### config.mk
export PLATFORM = sky130hd
export DESIGN_NAME = lutmul_rcm
export DESIGN_NICKNAME = d
export VERILOG_FILES = /design/src/rtl/lutmul_pkg.sv /design/src/rtl/lutmul_reload_seq.sv /design/src/rtl/lutmul_slice_table.sv /design/src/rtl/lutmul_combine.sv /design/src/rtl/lutmul_rcm.sv
export SDC_FILE = /design/constraint.sdc
export NUM_CORES = 1
export LEC_CHECK = 0
export CORE_UTILIZATION = 60
export DETAILED_ROUTE_END_ITERATION = 6
export PLACE_DENSITY = 0.8
export REMOVE_ABC_BUFFERS = 1
export SYNTH_ARGS = -nofsm -noshare
export SYNTH_HDL_FRONTEND = slang
export SYNTH_SLANG_ARGS = --single-unit
### constraint.sdc
create_clock -name clk -period 7.2 [get_ports clk]
set_input_delay 1.8 -clock clk [delete_from_list [all_inputs] [get_ports clk]]
set_output_delay 1.8 -clock clk [all_outputs]
set_load 0.03 [all_outputs]
### src/rtl/lutmul_pkg.sv
package lutmul_pkg;

    localparam int SLICE_W   = 4;
    localparam int TBL_DEPTH = 1 << SLICE_W;

    typedef enum logic {
        FILL_IDLE = 1'b0,
        FILL_RUN  = 1'b1
    } fill_state_e;

    typedef struct packed {
        logic               en;
        logic [SLICE_W-1:0] addr;
    } tbl_wr_ctl_t;

    function automatic int slice_count(input int width);
        return (width + SLICE_W - 1) / SLICE_W;
    endfunction

endpackage

### src/rtl/lutmul_reload_seq.sv
module lutmul_reload_seq
    import lutmul_pkg::*;
#(
    parameter int COEF_W = 12,
    localparam int PP_W  = COEF_W + SLICE_W
) (
    input  logic              clk,
    input  logic              rst,
    input  logic              load_stb,
    input  logic [COEF_W-1:0] load_coef,
    output logic              busy,
    output tbl_wr_ctl_t       wr_ctl,
    output logic [PP_W-1:0]   wr_data
);

    fill_state_e         state;
    logic [SLICE_W-1:0]  idx;
    logic [PP_W-1:0]     acc;
    logic [COEF_W-1:0]   coef_q;

    always_ff @(posedge clk) begin
        if (rst) begin
            state  <= FILL_IDLE;
            idx    <= '0;
            acc    <= '0;
            coef_q <= '0;
        end else begin
            case (state)
                FILL_IDLE: begin
                    if (load_stb) begin
                        state  <= FILL_RUN;
                        idx    <= '0;
                        acc    <= '0;
                        coef_q <= load_coef;
                    end
                end
                FILL_RUN: begin
                    idx <= idx + 1'b1;
                    acc <= acc + PP_W'(coef_q);
                    if (idx == SLICE_W'(TBL_DEPTH - 1)) begin
                        state <= FILL_IDLE;
                    end
                end
                default: state <= FILL_IDLE;
            endcase
        end
    end

    assign busy        = (state == FILL_RUN);
    assign wr_ctl.en   = (state == FILL_RUN);
    assign wr_ctl.addr = idx;
    assign wr_data     = acc;

    // a rebuild only ever starts from a strobe
    assert_busy_from_strobe_R3: assert property (@(posedge clk) disable iff (rst)
        $rose(busy) |-> $past(load_stb));

    // the last entry write ends the busy window
    assert_fill_ends_R3: assert property (@(posedge clk) disable iff (rst)
        (wr_ctl.en && wr_ctl.addr == SLICE_W'(TBL_DEPTH - 1)) |=> !busy);

    // a strobe during a rebuild neither stops nor restarts it
    assert_strobe_ignored_R5: assert property (@(posedge clk) disable iff (rst)
        (busy && load_stb && wr_ctl.addr != SLICE_W'(TBL_DEPTH - 1))
            |=> (busy && wr_ctl.addr == $past(wr_ctl.addr) + 1'b1));

endmodule

### src/rtl/lutmul_slice_table.sv
module lutmul_slice_table
    import lutmul_pkg::*;
#(
    parameter int ENTRY_W = 16
) (
    input  logic               clk,
    input  logic               rst,
    input  tbl_wr_ctl_t        wr_ctl,
    input  logic [ENTRY_W-1:0] wr_data,
    input  logic [SLICE_W-1:0] rd_addr,
    output logic [ENTRY_W-1:0] rd_data
);

    logic [ENTRY_W-1:0] mem [TBL_DEPTH];

    always_ff @(posedge clk) begin
        if (rst) begin
            for (int i = 0; i < TBL_DEPTH; i++) begin
                mem[i] <= '0;
            end
        end else if (wr_ctl.en) begin
            mem[wr_ctl.addr] <= wr_data;
        end
    end

    assign rd_data = mem[rd_addr];

    // entry 0 is the product of zero and stays zero for every constant
    assert_entry_zero_R6: assert property (@(posedge clk) disable iff (rst)
        mem[0] == '0);

endmodule

### src/rtl/lutmul_combine.sv
module lutmul_combine
    import lutmul_pkg::*;
#(
    parameter int NSLICE = 2,
    parameter int PP_W   = 16,
    parameter int PROD_W = 20
) (
    input  logic                   clk,
    input  logic                   rst,
    input  logic                   pp_valid,
    input  logic [NSLICE*PP_W-1:0] pp_flat,
    input  logic                   hold_off,
    output logic                   out_valid,
    output logic [PROD_W-1:0]      out_prod
);

    logic [NSLICE*PP_W-1:0] pp_q;
    logic                   v1;
    logic                   v2;
    logic [PROD_W-1:0]      sum_d;
    logic [PROD_W-1:0]      sum_q;

    always_ff @(posedge clk) begin
        if (rst) begin
            pp_q <= '0;
            v1   <= 1'b0;
        end else begin
            pp_q <= pp_flat;
            v1   <= pp_valid;
        end
    end

    always_comb begin
        sum_d = '0;
        for (int s = 0; s < NSLICE; s++) begin
            sum_d = sum_d + (PROD_W'(pp_q[s*PP_W +: PP_W]) << (SLICE_W * s));
        end
    end

    always_ff @(posedge clk) begin
        if (rst) begin
            sum_q <= '0;
            v2    <= 1'b0;
        end else begin
            sum_q <= sum_d;
            v2    <= v1;
        end
    end

    assign out_valid = v2 && !hold_off;
    assign out_prod  = sum_q;

    // a result leaves the second stage only after the first held it
    assert_stage_order_R2: assert property (@(posedge clk) disable iff (rst)
        v2 |-> $past(v1));

endmodule

### src/rtl/lutmul_rcm.sv
module lutmul_rcm
    import lutmul_pkg::*;
#(
    parameter int DATA_W = 8,
    parameter int COEF_W = 12,
    localparam int PROD_W = DATA_W + COEF_W
) (
    input  logic              clk,
    input  logic              rst,
    input  logic              load_stb,
    input  logic [COEF_W-1:0] load_coef,
    output logic              busy,
    input  logic              in_valid,
    input  logic [DATA_W-1:0] in_data,
    output logic              out_valid,
    output logic [PROD_W-1:0] out_prod
);

    localparam int NSLICE = slice_count(DATA_W);
    localparam int PAD_W  = NSLICE * SLICE_W;
    localparam int PP_W   = COEF_W + SLICE_W;

    tbl_wr_ctl_t            wr_ctl;
    logic [PP_W-1:0]        wr_data;
    logic [PAD_W-1:0]       data_pad;
    logic [NSLICE*PP_W-1:0] pp_flat;
    logic                   accept;

    lutmul_reload_seq #(.COEF_W(COEF_W)) u_seq (
        .clk       (clk),
        .rst       (rst),
        .load_stb  (load_stb),
        .load_coef (load_coef),
        .busy      (busy),
        .wr_ctl    (wr_ctl),
        .wr_data   (wr_data)
    );

    assign data_pad = PAD_W'(in_data);
    assign accept   = in_valid && !busy;

    for (genvar s = 0; s < NSLICE; s++) begin : g_slice
        lutmul_slice_table #(.ENTRY_W(PP_W)) u_tbl (
            .clk     (clk),
            .rst     (rst),
            .wr_ctl  (wr_ctl),
            .wr_data (wr_data),
            .rd_addr (data_pad[s*SLICE_W +: SLICE_W]),
            .rd_data (pp_flat[s*PP_W +: PP_W])
        );
    end

    lutmul_combine #(
        .NSLICE (NSLICE),
        .PP_W   (PP_W),
        .PROD_W (PROD_W)
    ) u_comb (
        .clk       (clk),
        .rst       (rst),
        .pp_valid  (accept),
        .pp_flat   (pp_flat),
        .hold_off  (busy),
        .out_valid (out_valid),
        .out_prod  (out_prod)
    );

    // no result is reported during a rebuild
    assert_quiet_busy_R4: assert property (@(posedge clk) disable iff (rst)
        busy |-> !out_valid);

    // every result traces back to an input accepted two edges earlier
    assert_valid_origin_R2: assert property (@(posedge clk) disable iff (rst)
        out_valid |-> ($past(in_valid, 2) && !$past(busy, 2)));

endmodule

=== After elaboration in Yosys (flattened, before gate mapping) ===
Memory sizes are Yosys's and may differ from the RTL's. A register that Yosys moved wholly into a read port is not among the register bits.
Index checks and enable logic that the tools add are counted.

* Register bits: 55
* Bits in writable memories: 512
* Bits of input ports: 24
* Output and inout bits: 22
* Word-level logic and storage cells: 39
* Memories kept: 2

* $add $sub $neg: 3
* Eq/ne operators: 2
* Multiplexer cells: 18
* Bitwise operators: 1
* Reduce and logical (&&, ||, !) cells: 6

{| class="wikitable"
|+ Memories
! name !! depth !! width !! read ports !! clocked after Yosys merged registers in !! write ports !! RTL line !! source
|-
| g_slice[0].u_tbl.mem || 16 || 16 || 1 || 1 || 16 || lutmul_slice_table.sv:14 || <nowiki>logic [ENTRY_W-1:0] mem [TBL_DEPTH];</nowiki>
|-
| g_slice[1].u_tbl.mem || 16 || 16 || 1 || 1 || 16 || lutmul_slice_table.sv:14 ||
|}

{| class="wikitable"
|+ Operators with widths
! cell !! count
|-
| $mux 16 || 3
|-
| $pmux 16 s2 || 1
|-
| $reduce_or 16->1 || 2
|-
| $add 16x20->20 || 1
|-
| $add 16x12->16 || 1
|-
| $mux 4 || 3
|-
| $mux 1 || 9
|-
| $pmux 4 s2 || 1
|-
| $add 4x1->4 const B || 1
|-
| $eq 4x4->1 const B || 1
|-
| $logic_and 1x1->1 || 2
|-
| $ne 2x2->1 const B || 1
|-
| $pmux 1 s2 || 1
|-
| $reduce_and 2->1 || 1
|-
| $logic_not 1->1 || 1
|-
| $not 1->1 || 1
|}

=== Longest topological paths before layout ===
* Depth in word-level cells: 5
* Depth in mapped cells: 9
* Depth with buffers taken out: 9

=== Hierarchy ===
From an unflattened synthesis, not the netlist that was laid out.

* Cells, all modules: 1877
* Area, all modules: 27119.8 sq um

{| class="wikitable"
|+ Modules (own cells, without submodules)
! module !! times used !! cells each !! area each (sq um) !! sequential area each (sq um)
|-
| lutmul_slice_table at g_slice[1].u_tbl || 1 || 722 || 11562.3 || 7687.4
|-
| lutmul_slice_table at g_slice[0].u_tbl || 1 || 722 || 11542.3 || 7687.4
|-
| lutmul_combine || 1 || 195 || 2050.7 || 1081.0
|-
| lutmul_reload_seq || 1 || 237 || 1950.6 || 660.6
|-
| lutmul_rcm || 1 || 1 || 13.8 || 0.0
|}

=== Worst setup path before layout ===
Ideal clock, no wire load.

* Path kind: input to register
* From: in in_data[4]
* To: reg u_comb.pp_q[16], read port of g_slice[1].u_tbl.mem
* Setup time: 0.128 ns
* Arrival: 3.243 ns
* Required time: 7.072 ns
* Setup slack: 3.829 ns
* Cell stages on the path: 5
* Path buffers: 2
* Path through: buf_4 -> buf_6 -> mux4_2 -> mux4_2 -> nor2b_1

{| class="wikitable"
|+ RTL lines
! item !! RTL line !! source
|-
| from (decl) || lutmul_rcm.sv:14 || <nowiki>input logic [DATA_W-1:0] in_data,</nowiki>
|-
| to (decl) || lutmul_combine.sv:17 || <nowiki>logic [NSLICE*PP_W-1:0] pp_q;</nowiki>
|}

==> metrics.csv <==
metric,value,unit
combPwrFrac,9.6,%
synthTopCellsByCount,"256 x edfxtp_1, 225 x and2_1, 160 x mux4_2",
outcome,"finished, final reports clean",
clock_latency,520,ps
synthCells,1219,
arrival,4140,ps
overflow,0,
endpoint_kind,flip-flop,
hpwl,26400,um
tightest_slew,1280,ps
skew,17.0,ps
ir_drop,0.136,mV
cts_made_buffers,37,
slew_viol_final,0,
core-area,0.0281,mm2
synth_area,0.0173,mm2
grt_pass1_wl,64300,um
start_kind,primary input,
placed_cell_area,0.0179,mm2
first_pass_iters,5,
remaining_drc_errors,0,
port-buffer-count,45,
start_util,61.7,%
multiInputGateArea,0.00739,mm2
register_area,0.00943,mm2
viasPerCell,6.55,
rsz0062_at_grt,false,
dp_cells,1562,
r2r_slack,4000,ps
min_path_cells,1,
grt_max_degree,69,
cts_resized,0,
postLayoutCellArea,0.0191,mm2
pwr-share-clk,40.3,%
ioPinCount,46,
ys_seq_area_share,54.4,%
ant_nets,0,
cts_tree,done,
synth_top_cell_by_area,edfxtp_1,
hold_buffers,0,
pwr-share-seq,50.1,%
min_from,u_comb.pp_q[1]$_SDFF_PP0_,
fmax,0.250,GHz
dieArea,0.0296,mm2
postCtsSetupBuffers,0,
avgSynthCellArea,14.2,um2
max_slew_margin,14.1,%
swShare,22.7,%
diodes,0,
dr.first_iter.drc_count,1133,
ys.flop_type,edfxtp_1,
drv_cap,0,
synth_warnings,0,
post_drt_wl_per_cell,26.0,um
power.total,4.51,mW
final_cells,1627,
drt_wl_total,42300,um
setup_violations,0,
cts_root_buffer,clkbuf_16,
synth_area_leaders,"edfxtp_1 44%, mux4_2 21%, dfxtp_1 10%",
synth_most_common_cell,edfxtp_1,
min_period_over_period,55.5,%
drive_gt1_share,20.5,%
gp_congestion,0.886,
die_h,172,um
htree_levels,2,
chipWidth,172,um
reg2reg_from,u_seq.wr_data[0]$_SDFFE_PP0P_,
hold_viol_final,0,
crit_required,7340,ps
clock-sinks,343,
yosys.area.top_type_share,44.4,%
p_per_area,237,mW/mm2
synth_edf_count,256,
worstSetupPathType,in -> reg,
period_minus_slack,4000,ps
reg2reg_to,u_seq.wr_data[12]$_SDFFE_PP0P_,
power.internal,3.49,mW
antenna_found_initial,2,
reg2regPathDepth,9,
ys_ff_latch,343,
cts.reportedPaths.clkPinSlew,60,ps
clockBufferDepth,3,
final_nets,1277,
grt_pass1_vias,10600,
final.setup.tns,0,ps
synth.distinct_cells,53,
hold_class,reg -> reg,
async_flop_share,0,%
crit_fanout,34,
area_growth,10.1,%
rows,61,
power_switching,1.03,mW
fillers,1923,
grt.total_usage,30.1,%
power.static_leakage,6.80,nW
num_vias,10700,
hold_end,u_comb.out_prod[1]$_SDFF_PP0_,
-- metal layers --
layer,vias to the layer above,routed length (um),track usage [%]
met5,-,13,0
met3,72,4380,6.29
met1,5370,15800,40.2
met4,2,1210,10.4
met2,610,20900,49.6
li1,4599,-,-
-- state kept, by name, indices dropped and copies added (netlist names) --
name               count
u_seq.wr_data         16
u_seq.idx              4
u_seq.coef_q          12
g_slice.u_tbl.mem    256
u_comb.pp_q           32
u_comb.v1              1
u_seq.busy             1
u_comb.out_prod       20
u_comb.v2              1
-- kinds of logic after synthesis --
family	after synthesis	share of synthesized area, %
and+or+nand+nor	451	14.7
DFF	343	54.4
muxes	167	21.2
buffers and inverters	111	2.90
AOI/OAI and AO/OA	103	3.81
adders and majority gates	30	2.25
xor gates and xnor gates	14	0.708
-- worst max path at each step --
stage | cells after the start | to | from | slack [ps]
2_1_floorplan | 4 | g_slice[1].u_tbl.mem[0][0]$_SDFFCE_PN0P_ | rst | 3400
3_3_place_gp | 5 | u_comb.pp_q[1]$_SDFF_PP0_ | in_data[0] | 2760
3_5_place_dp | 5 | g_slice[1].u_tbl.mem[13][15]$_SDFFCE_PN0P_ | rst | 2740
4_1_cts | 5 | g_slice[1].u_tbl.mem[13][6]$_SDFFCE_PN0P_ | rst | 3230
5_1_grt | 5 | g_slice[1].u_tbl.mem[13][12]$_SDFFCE_PN0P_ | rst | 2900
6_report | 6 | g_slice[1].u_tbl.mem[4][2]$_SDFFCE_PN0P_ | rst | 3200
-- per-stage QoR --
step | hold WS, ps | setup slack (ps) | utilization (%)
floorplan | 414 | 3400 | -
global placement | 418 | 2760 | 63.8
detailed placement | 424 | 2740 | 63.8
CTS | 437 | 3230 | 67.9
global route | 450 | 2900 | 67.9
finish | 433 | 3200 | 67.9
-- critical path, stage by stage --
cell and delay (ps):
buf_4 220, nor2b_1 570, nand2_1 460, nor2_1 220, buf_4 280, or2_2 550
-- cell type report --
class	instances	area share, %
clock inverter	12	0.584
sequential	343	49.5
inverter	9	0.177
clock buffer	53	5.44
timing repair buffer	67	3.08
tap	378	2.48
multi-input combinational	765	38.8
-- cell usage in the layout, fill, tap and decap left out, types with 5 or more instances in the layout --
master,instances
nor3_1,34
clkinv_1,5
clkbuf_1,12
clkdlybuf4s50_1,38
clkbuf_16,38
nor4_1,8
o21ai_0,17
or2_2,15
nand2b_1,8
ha_1,28
clkinv_2,5
a22o_1,5
nor2b_1,45
nand3_1,8
edfxtp_1,256
inv_1,7
a21o_1,6
mux4_2,160
nand2_1,45
a211oi_1,9
dfxtp_1,87
and2_1,225
xnor2_1,11
a31oi_1,5
nor2_1,50
a21oi_1,34
buf_4,25
-- power groups by stage --
stage               logic (mW)  registers, mW  clock network, mW
global route             0.463           2.27               1.92
floorplan                0.250           2.30                  0
CTS                      0.435           2.26               1.83
finish                   0.435           2.26               1.82
detailed placement       0.433           2.30                  0
global placement         0.423           2.29                  0
No activity file was read; power rests on OpenSTA's default activity.
